[src/rtl/databus_sched_pkg.sv]
package databus_sched_pkg;

  // Beat total of one tenure: burst_len beats for a burst, one otherwise.
  function automatic int unsigned beat_total(input logic burst, input int unsigned burst_len);
    return burst ? burst_len : 1;
  endfunction

  // Wrap a queue pointer inside a depth that need not be a power of two.
  function automatic int unsigned ptr_next(input int unsigned ptr, input int unsigned depth);
    return (ptr == depth - 1) ? 0 : ptr + 1;
  endfunction

endpackage

[src/rtl/databus_sched_queue.sv]
module databus_sched_queue #(
  parameter int unsigned DEPTH = 6,
  parameter int unsigned W     = 3,
  localparam int unsigned PW   = (DEPTH > 1) ? $clog2(DEPTH) : 1,
  localparam int unsigned CW   = $clog2(DEPTH + 1)
) (
  input  logic          clk,
  input  logic          rst,
  input  logic          push,
  input  logic [W-1:0]  push_data,
  input  logic          pop,
  output logic [W-1:0]  head,
  output logic          empty,
  output logic          full,
  output logic [CW-1:0] count
);
  import databus_sched_pkg::*;

  logic [W-1:0]  slot [DEPTH];
  logic [PW-1:0] wr_ptr, rd_ptr;
  logic          do_push, do_pop;

  assign empty   = (count == '0);
  assign full    = (count == CW'(DEPTH));
  assign do_push = push && !full;
  assign do_pop  = pop && !empty;
  assign head    = slot[rd_ptr];

  always_ff @(posedge clk) begin
    if (rst) begin
      wr_ptr <= '0;
      rd_ptr <= '0;
      count  <= '0;
    end else begin
      if (do_push) begin
        slot[wr_ptr] <= push_data;
        wr_ptr       <= PW'(ptr_next(int'(wr_ptr), DEPTH));
      end
      if (do_pop) rd_ptr <= PW'(ptr_next(int'(rd_ptr), DEPTH));
      case ({do_push, do_pop})
        2'b10:   count <= count + 1'b1;
        2'b01:   count <= count - 1'b1;
        default: count <= count;
      endcase
    end
  end

endmodule

[src/rtl/databus_sched_tenure.sv]
module databus_sched_tenure #(
  parameter int unsigned BURST_LEN = 4,
  parameter int unsigned ID_W      = 2,
  localparam int unsigned BW       = $clog2(BURST_LEN + 1)
) (
  input  logic            clk,
  input  logic            rst,
  input  logic            start,
  input  logic [ID_W-1:0] start_id,
  input  logic            start_burst,
  input  logic            ta_i,
  output logic            active,
  output logic            tenure_end,
  output logic [ID_W-1:0] cur_id,
  output logic            turn_v,
  output logic [ID_W-1:0] turn_id
);
  import databus_sched_pkg::*;

  logic [BW-1:0] remaining;
  logic          final_beat;

  assign final_beat = active && (remaining == BW'(1));
  assign tenure_end = final_beat && ta_i;

  always_ff @(posedge clk) begin
    if (rst) begin
      active    <= 1'b0;
      remaining <= '0;
      cur_id    <= '0;
      turn_v    <= 1'b0;
      turn_id   <= '0;
    end else begin
      turn_v <= tenure_end;
      if (tenure_end) turn_id <= cur_id;
      if (start) begin
        active    <= 1'b1;
        remaining <= BW'(beat_total(start_burst, BURST_LEN));
        cur_id    <= start_id;
      end else if (tenure_end) begin
        active <= 1'b0;
      end else if (active && ta_i) begin
        remaining <= remaining - 1'b1;
      end
    end
  end

endmodule

[src/rtl/databus_sched.sv]
module databus_sched #(
  parameter int unsigned NUM_MASTERS = 4,
  parameter int unsigned DEPTH       = 6,
  parameter int unsigned BURST_LEN   = 4,
  localparam int unsigned ID_W       = (NUM_MASTERS > 1) ? $clog2(NUM_MASTERS) : 1,
  localparam int unsigned CW         = $clog2(DEPTH + 1)
) (
  input  logic                   clk,
  input  logic                   rst,
  input  logic                   req_valid_i,
  input  logic [ID_W-1:0]        req_id_i,
  input  logic                   req_burst_i,
  input  logic                   ta_i,
  output logic [NUM_MASTERS-1:0] grant_o
);

  logic [ID_W:0]   head;
  logic [ID_W-1:0] head_id;
  logic            head_burst;
  logic            q_empty, q_full;
  logic [CW-1:0]   fifo_cnt;

  logic            ten_active, tenure_end, turn_v;
  logic [ID_W-1:0] cur_id, turn_id;

  logic            bus_free, owner_block, turn_block, grant_fire;

  databus_sched_queue #(.DEPTH(DEPTH), .W(ID_W + 1)) queue_i (
    .clk       (clk),
    .rst       (rst),
    .push      (req_valid_i),
    .push_data ({req_id_i, req_burst_i}),
    .pop       (grant_fire),
    .head      (head),
    .empty     (q_empty),
    .full      (q_full),
    .count     (fifo_cnt)
  );

  assign head_id    = head[ID_W:1];
  assign head_burst = head[0];

  databus_sched_tenure #(.BURST_LEN(BURST_LEN), .ID_W(ID_W)) tenure_i (
    .clk         (clk),
    .rst         (rst),
    .start       (grant_fire),
    .start_id    (head_id),
    .start_burst (head_burst),
    .ta_i        (ta_i),
    .active      (ten_active),
    .tenure_end  (tenure_end),
    .cur_id      (cur_id),
    .turn_v      (turn_v),
    .turn_id     (turn_id)
  );

  // Bus becomes free for the next owner on the final acknowledge.
  assign bus_free    = !ten_active || tenure_end;
  // Same master still owns the bus, or is dropping its busy output.
  assign owner_block = ten_active && (head_id == cur_id);
  assign turn_block  = turn_v && (head_id == turn_id);
  assign grant_fire  = !rst && !q_empty && bus_free && !owner_block && !turn_block;

  for (genvar k = 0; k < NUM_MASTERS; k++) begin : g_grant
    assign grant_o[k] = grant_fire && (head_id == ID_W'(k));
  end

endmodule

[config.mk]
export PLATFORM = sky130hd
export DESIGN_NAME = databus_sched
export DESIGN_NICKNAME = d
export VERILOG_FILES = /design/src/rtl/databus_sched_pkg.sv /design/src/rtl/databus_sched_queue.sv /design/src/rtl/databus_sched_tenure.sv /design/src/rtl/databus_sched.sv
export SDC_FILE = /design/constraint.sdc
export NUM_CORES = 1
export LEC_CHECK = 0
export BUFFER_PORTS_ARGS = -buffer_cell sky130_fd_sc_hd__buf_4
export CORE_MARGIN = 2
export CORE_UTILIZATION = 50
export DETAILED_ROUTE_END_ITERATION = 7
export HOLD_SLACK_MARGIN = 0.1
export PLACE_DENSITY = 0.68
export SETUP_SLACK_MARGIN = 0.15
export SLEW_MARGIN = 10
export SYNTH_ARGS = -nofsm -noshare
export SYNTH_HDL_FRONTEND = slang
export SYNTH_SLANG_ARGS = --single-unit
[constraint.sdc]
create_clock -name clk -period 4.6 [get_ports clk]
set_input_delay 0.92 -clock clk [delete_from_list [all_inputs] [get_ports clk]]
set_output_delay 0.92 -clock clk [all_outputs]
set_load 0.03 [all_outputs]
# Yosys cells after proc, flatten, opt, wreduce, memory -nomap -nowiden
# Memory sizes are Yosys's and may differ from the RTL's. A register that Yosys moved wholly into a read port is not among the register bits.
# Index checks and enable logic that the tools add are counted.
# word_totals
register_bits	18
ram_bits	18
out_inout_bits	4
n_memories	1
# classes
n_addsub	5
n_eq_ne	12
n_mux	14
n_reduce_logical	28
# memory_table
name	depth	word_bits	rd	rd_ports_with_merged_regs	write_ports	line	source
queue_i.slot	6	3	1	1	1	databus_sched_queue.sv:19	logic [W-1:0] slot [DEPTH];
# op_table
op	count
$mux 3	8
$logic_and 1x1->1	15
$add 3x1->3 const B	3
$eq 3x3->1 const B	3
$eq 2x2->1 const B	3
$logic_not 1->1	6
$pmux 3 s2	1
$reduce_bool 2->1	3
$sub 3x1->3 const B	2
$mux 1	5
$eq 2x1->1 const B	2
$eq 2x2->1	2
$eq 3x1->1 const B	1
$logic_not 3->1	1
$logic_not 2->1	1
$ne 2x1->1 const B	1
$reduce_and 2->1	1
$logic_or 1x1->1	1

# Depth between registers and ports, before layout
# logic_depth
word_depth	10
ltp_mapped	13
ltp_nobuf	13

# Cells and area by module
# Synthesis repeated with hierarchy kept, for this count alone.
# hier_totals
hier_cells	148
area_unflattened_um2	1751.7
# modules_own_cells
mod	n_inst	cells_per_inst	area_per_inst_um2	seq_area_each_um2
databus_sched_queue	1	88	1214.9	780.7
databus_sched_tenure	1	43	392.9	180.2
databus_sched	1	17	143.9	0.0

# Least setup slack after synthesis
# No wires, ideal clock.
# synth_path
path_kind	register to output
startpoint	register (tool-made name)
endpoint	output port grant_o[2]
t_arrival_ps	2395
required_ps	3680
slack_ps	1285
path_stages_with_launch	7
n_path_buf	1
path_cell_list	dfxtp_1 mux2_1 mux4_2 buf_6 xnor2_1 a21o_2 nor3_1
# synth_rtl
element	line	source
end, declared	databus_sched.sv:14	output logic [NUM_MASTERS-1:0] grant_o

==> impl_metrics.env <==
export IMPL_cts_resized=0
export IMPL_swShare_pct=32.8
export IMPL_power_internal_mw=0.718
export IMPL_tightest_slew_ns=0.597
export IMPL_synth_net_count=169
export IMPL_cts_clk_slew_worst_paths_ns=0.08
export IMPL_p_seq_share_pct=43.3
export IMPL_cts_root_buffer_cell="clkbuf_8"
export IMPL_clkPwrFrac_pct=27.1
export IMPL_die_h_microns=64.6
export IMPL_diodes=0
export IMPL_tns_ns=0
export IMPL_final_max_slew_viol_count=0
export IMPL_most_common_layout_cells="dfxtp_1, nor2_1, edfxtp_1"
export IMPL_cts_tree="built"
export IMPL_grt_pass1_vias=1162
export IMPL_cp_required_ns=4.82
export IMPL_r2r_slack_ns=1.05
export IMPL_crit_type="flop to flop"
export IMPL_max_freq_mhz=281
export IMPL_critPathArrivalTime_ns=3.77
export IMPL_final_nets=182
export IMPL_fin_worst_skew_ns=0.00546
export IMPL_dpl_cell_area_sq_mm=0.00195
export IMPL_grt_pass1_wl_microns=5200
export IMPL_hp_class="flop to flop"
export IMPL_vdd_ir_drop_max_v=0.000288
export IMPL_hold_buffers=0
export IMPL_fillCellCount=308
export IMPL_drv_cap=0
export IMPL_grt_util_all_layers_pct=17.1
export IMPL_ios=11
export IMPL_finalCritPeriodShare_pct=77.2
export IMPL_drt_pass1_iterations=4
export IMPL_holdPathStages=1
export IMPL_fin_util_pct=57.3
export IMPL_slew_limit_headroom_pct=60.1
export IMPL_clock_latency_ns=0.29
export IMPL_reg2reg_to="queue_i.count[2]$_SDFFE_PP0P_"
export IMPL_crit_fanout=8
export IMPL_multi_input_area_sq_um=820
export IMPL_die_area_sq_mm=0.00417
export IMPL_post_cts_setup_buffers=0
export IMPL_finalCriticalPeriod_ns=3.55
export IMPL_ys_ff_latch=39
export IMPL_synth_cells=158
export IMPL_gr_total_overflow=0
export IMPL_final_hold_viol_count=0
export IMPL_rsz0062_at_grt="no"
export IMPL_critPathCaptureType="flop"
export IMPL_yosysUniqueCellTypes=41
export IMPL_cts_max_level=2
export IMPL_hpwl_microns=2270
export IMPL_min_from="queue_i.rd_ptr[0]$_SDFFE_PP0N_"
export IMPL_combPwrFrac_pct=29.6
export IMPL_status="finished, final reports clean"
export IMPL_p_leak_nw=0.743
export IMPL_yosys_warnings=0
export IMPL_vias=1149
export IMPL_setup_viol=0
export IMPL_final_common_cell="dfxtp_1"
export IMPL_critPathLaunchType="flop"
export IMPL_routabilityCongestion=0.822
export IMPL_area_growth_syn_to_layout_pct=12.5
export IMPL_rows=22
export IMPL_grt_max_degree=19
export IMPL_fp_dieW_microns=64.6
export IMPL_ys_seq_area_share_pct=52.3
export IMPL_cts_inserted_buffers=5
export IMPL_clock_sinks=39
export IMPL_cts_buffer_depth=2
export IMPL_reg2reg_depth=11
export IMPL_drcViolationCount=0
export IMPL_antenna_found_initial=0
export IMPL_avgSynthCellArea_sq_um=11.6
export IMPL_via_per_inst=5.22
export IMPL_core_area_sq_mm=0.00361
export IMPL_totalWireLength_microns=2980
export IMPL_drt_iter0_drc=66
export IMPL_final_antenna_net_count=0
export IMPL_fin_area_sq_mm=0.00207
export IMPL_power_density_mw_per_mm2=517
export IMPL_regArea_sq_um=961
export IMPL_start_util_pct=50.9
export IMPL_synth_area_sq_mm=0.00184
export IMPL_drive_above_1_share_pct=16.9
export IMPL_routedWlPerCell_microns=13.6
export IMPL_io_buffers=10
export IMPL_p_sw_mw=0.351
==> Yosys cell counts <==
cell type | instances | share of area (%)
dfxtp_1 | 21 | 23
o311a_1 | 1 | 0.54
nor2_1 | 19 | 3.9
ha_1 | 3 | 2.0
and3b_1 | 1 | 0.48
o21a_1 | 1 | 0.41
xnor2_1 | 2 | 0.95
xor2_1 | 3 | 1.4
a2111oi_4 | 1 | 1.5
o31ai_1 | 2 | 0.82
nand3_1 | 3 | 0.82
mux2_1 | 5 | 3.1
a21oi_1 | 7 | 1.9
fa_1 | 1 | 1.1
mux2i_2 | 1 | 0.75
o22ai_2 | 1 | 0.68
nand2_1 | 9 | 1.8
mux4_2 | 3 | 3.7
clkbuf_1 | 3 | 0.61
buf_6 | 1 | 0.61
o211a_1 | 1 | 0.54
mux2i_1 | 5 | 2.7
o21ai_0 | 2 | 0.54
and2_1 | 3 | 1.0
nor2b_1 | 2 | 0.68
nand3b_1 | 2 | 0.82
xor2_4 | 1 | 1.5
o21ai_4 | 1 | 0.89
o311ai_4 | 1 | 1.4
or3_1 | 1 | 0.34
inv_1 | 9 | 1.8
nand2b_1 | 2 | 0.68
a21o_2 | 1 | 0.48
o211ai_1 | 1 | 0.41
a211oi_1 | 2 | 0.82
edfxtp_1 | 18 | 29
nor3_1 | 9 | 2.5
nor3b_1 | 3 | 1.2
and3_1 | 2 | 0.68
o21ai_1 | 3 | 0.82
nor4_2 | 1 | 0.68
==> cells by family after synthesis <==
group	count (synthesis)	synth area share (%)
buffers and inverters	13	3.07
XOR/XNOR	6	3.88
adder cells (fa/ha/maj)	4	3.13
flip-flops	39	52.3
multiplexers	14	10.2
AO/OA/AOI/OAI	25	11.8
AND/OR/NAND/NOR	57	15.6
==> through the flow <==
stage	hold slack (ns)	setup WS (ns)	total power, mW	cells
global placement	0.475	1.16	0.776	212
finish	0.489	1.05	1.07	220
floorplan	0.444	1.28	0.726	158
detailed placement	0.482	1.07	0.788	212
CTS	0.496	1.02	1.08	220
global route	0.516	0.842	1.13	220
==> how the worst max path moves through the flow <==
stage / from / endpoint / slack, ns / cells after the start
floorplan: flop / grant_o[2] / 1.28 / 6
global placement: flop / queue_i.count[2]$_SDFFE_PP0P_ / 1.16 / 11
detailed placement: flop / queue_i.count[2]$_SDFFE_PP0P_ / 1.07 / 11
CTS: flop / queue_i.count[2]$_SDFFE_PP0P_ / 1.02 / 11
global route: flop / queue_i.count[2]$_SDFFE_PP0P_ / 0.84 / 11
finish: flop / queue_i.count[2]$_SDFFE_PP0P_ / 1.05 / 11
==> final cells by class <==
type                            instances  area share, %
Clock buffer                            5           3.33
Multi-Input combinational cell        106           39.7
Clock inverter                          3           2.30
Sequential cell                        39           46.5
Timing Repair Buffer                   10           3.63
Inverter                                9           1.64
Tap cell                               48           2.91
==> worst max-delay path, cell delays in order, from the launching register on <==
cell     delay, ns
dfxtp_1       0.46
mux2_1        0.36
mux4_2        0.61
xnor2_1       0.19
a21o_2        0.25
o21ai_4       0.29
ha_1          0.25
inv_1         0.06
fa_1          0.37
xor2_1        0.16
or3_1         0.31
a21oi_1       0.16
==> power groups by stage <==
stage	Clock (mW)	Combinational [mW]	Sequential (mW)
2_1_floorplan	0	0.273	0.453
3_3_place_gp	0	0.307	0.469
3_5_place_dp	0	0.317	0.471
4_1_cts	0.297	0.320	0.463
5_1_grt	0.310	0.350	0.471
6_report	0.289	0.316	0.463
==> layer usage <==
layer	global-route usage (%)	vias to the layer above	routed length, microns
met5	0	-	0
met4	10.4	0	74
met3	3.13	5	77
met2	27.7	16	1410
met1	21.1	534	1430
li1	-	594	-
==> state kept, by name, indices dropped and copies added (netlist names), 2 cells and up, named ones only <==
signal / cells
queue_i.rd_ptr: 3
queue_i.wr_ptr: 3
queue_i.slot: 18
tenure_i.cur_id: 2
tenure_i.turn_id: 2
queue_i.count: 3
tenure_i.remaining: 3
(Power assumes the default switching activity.)
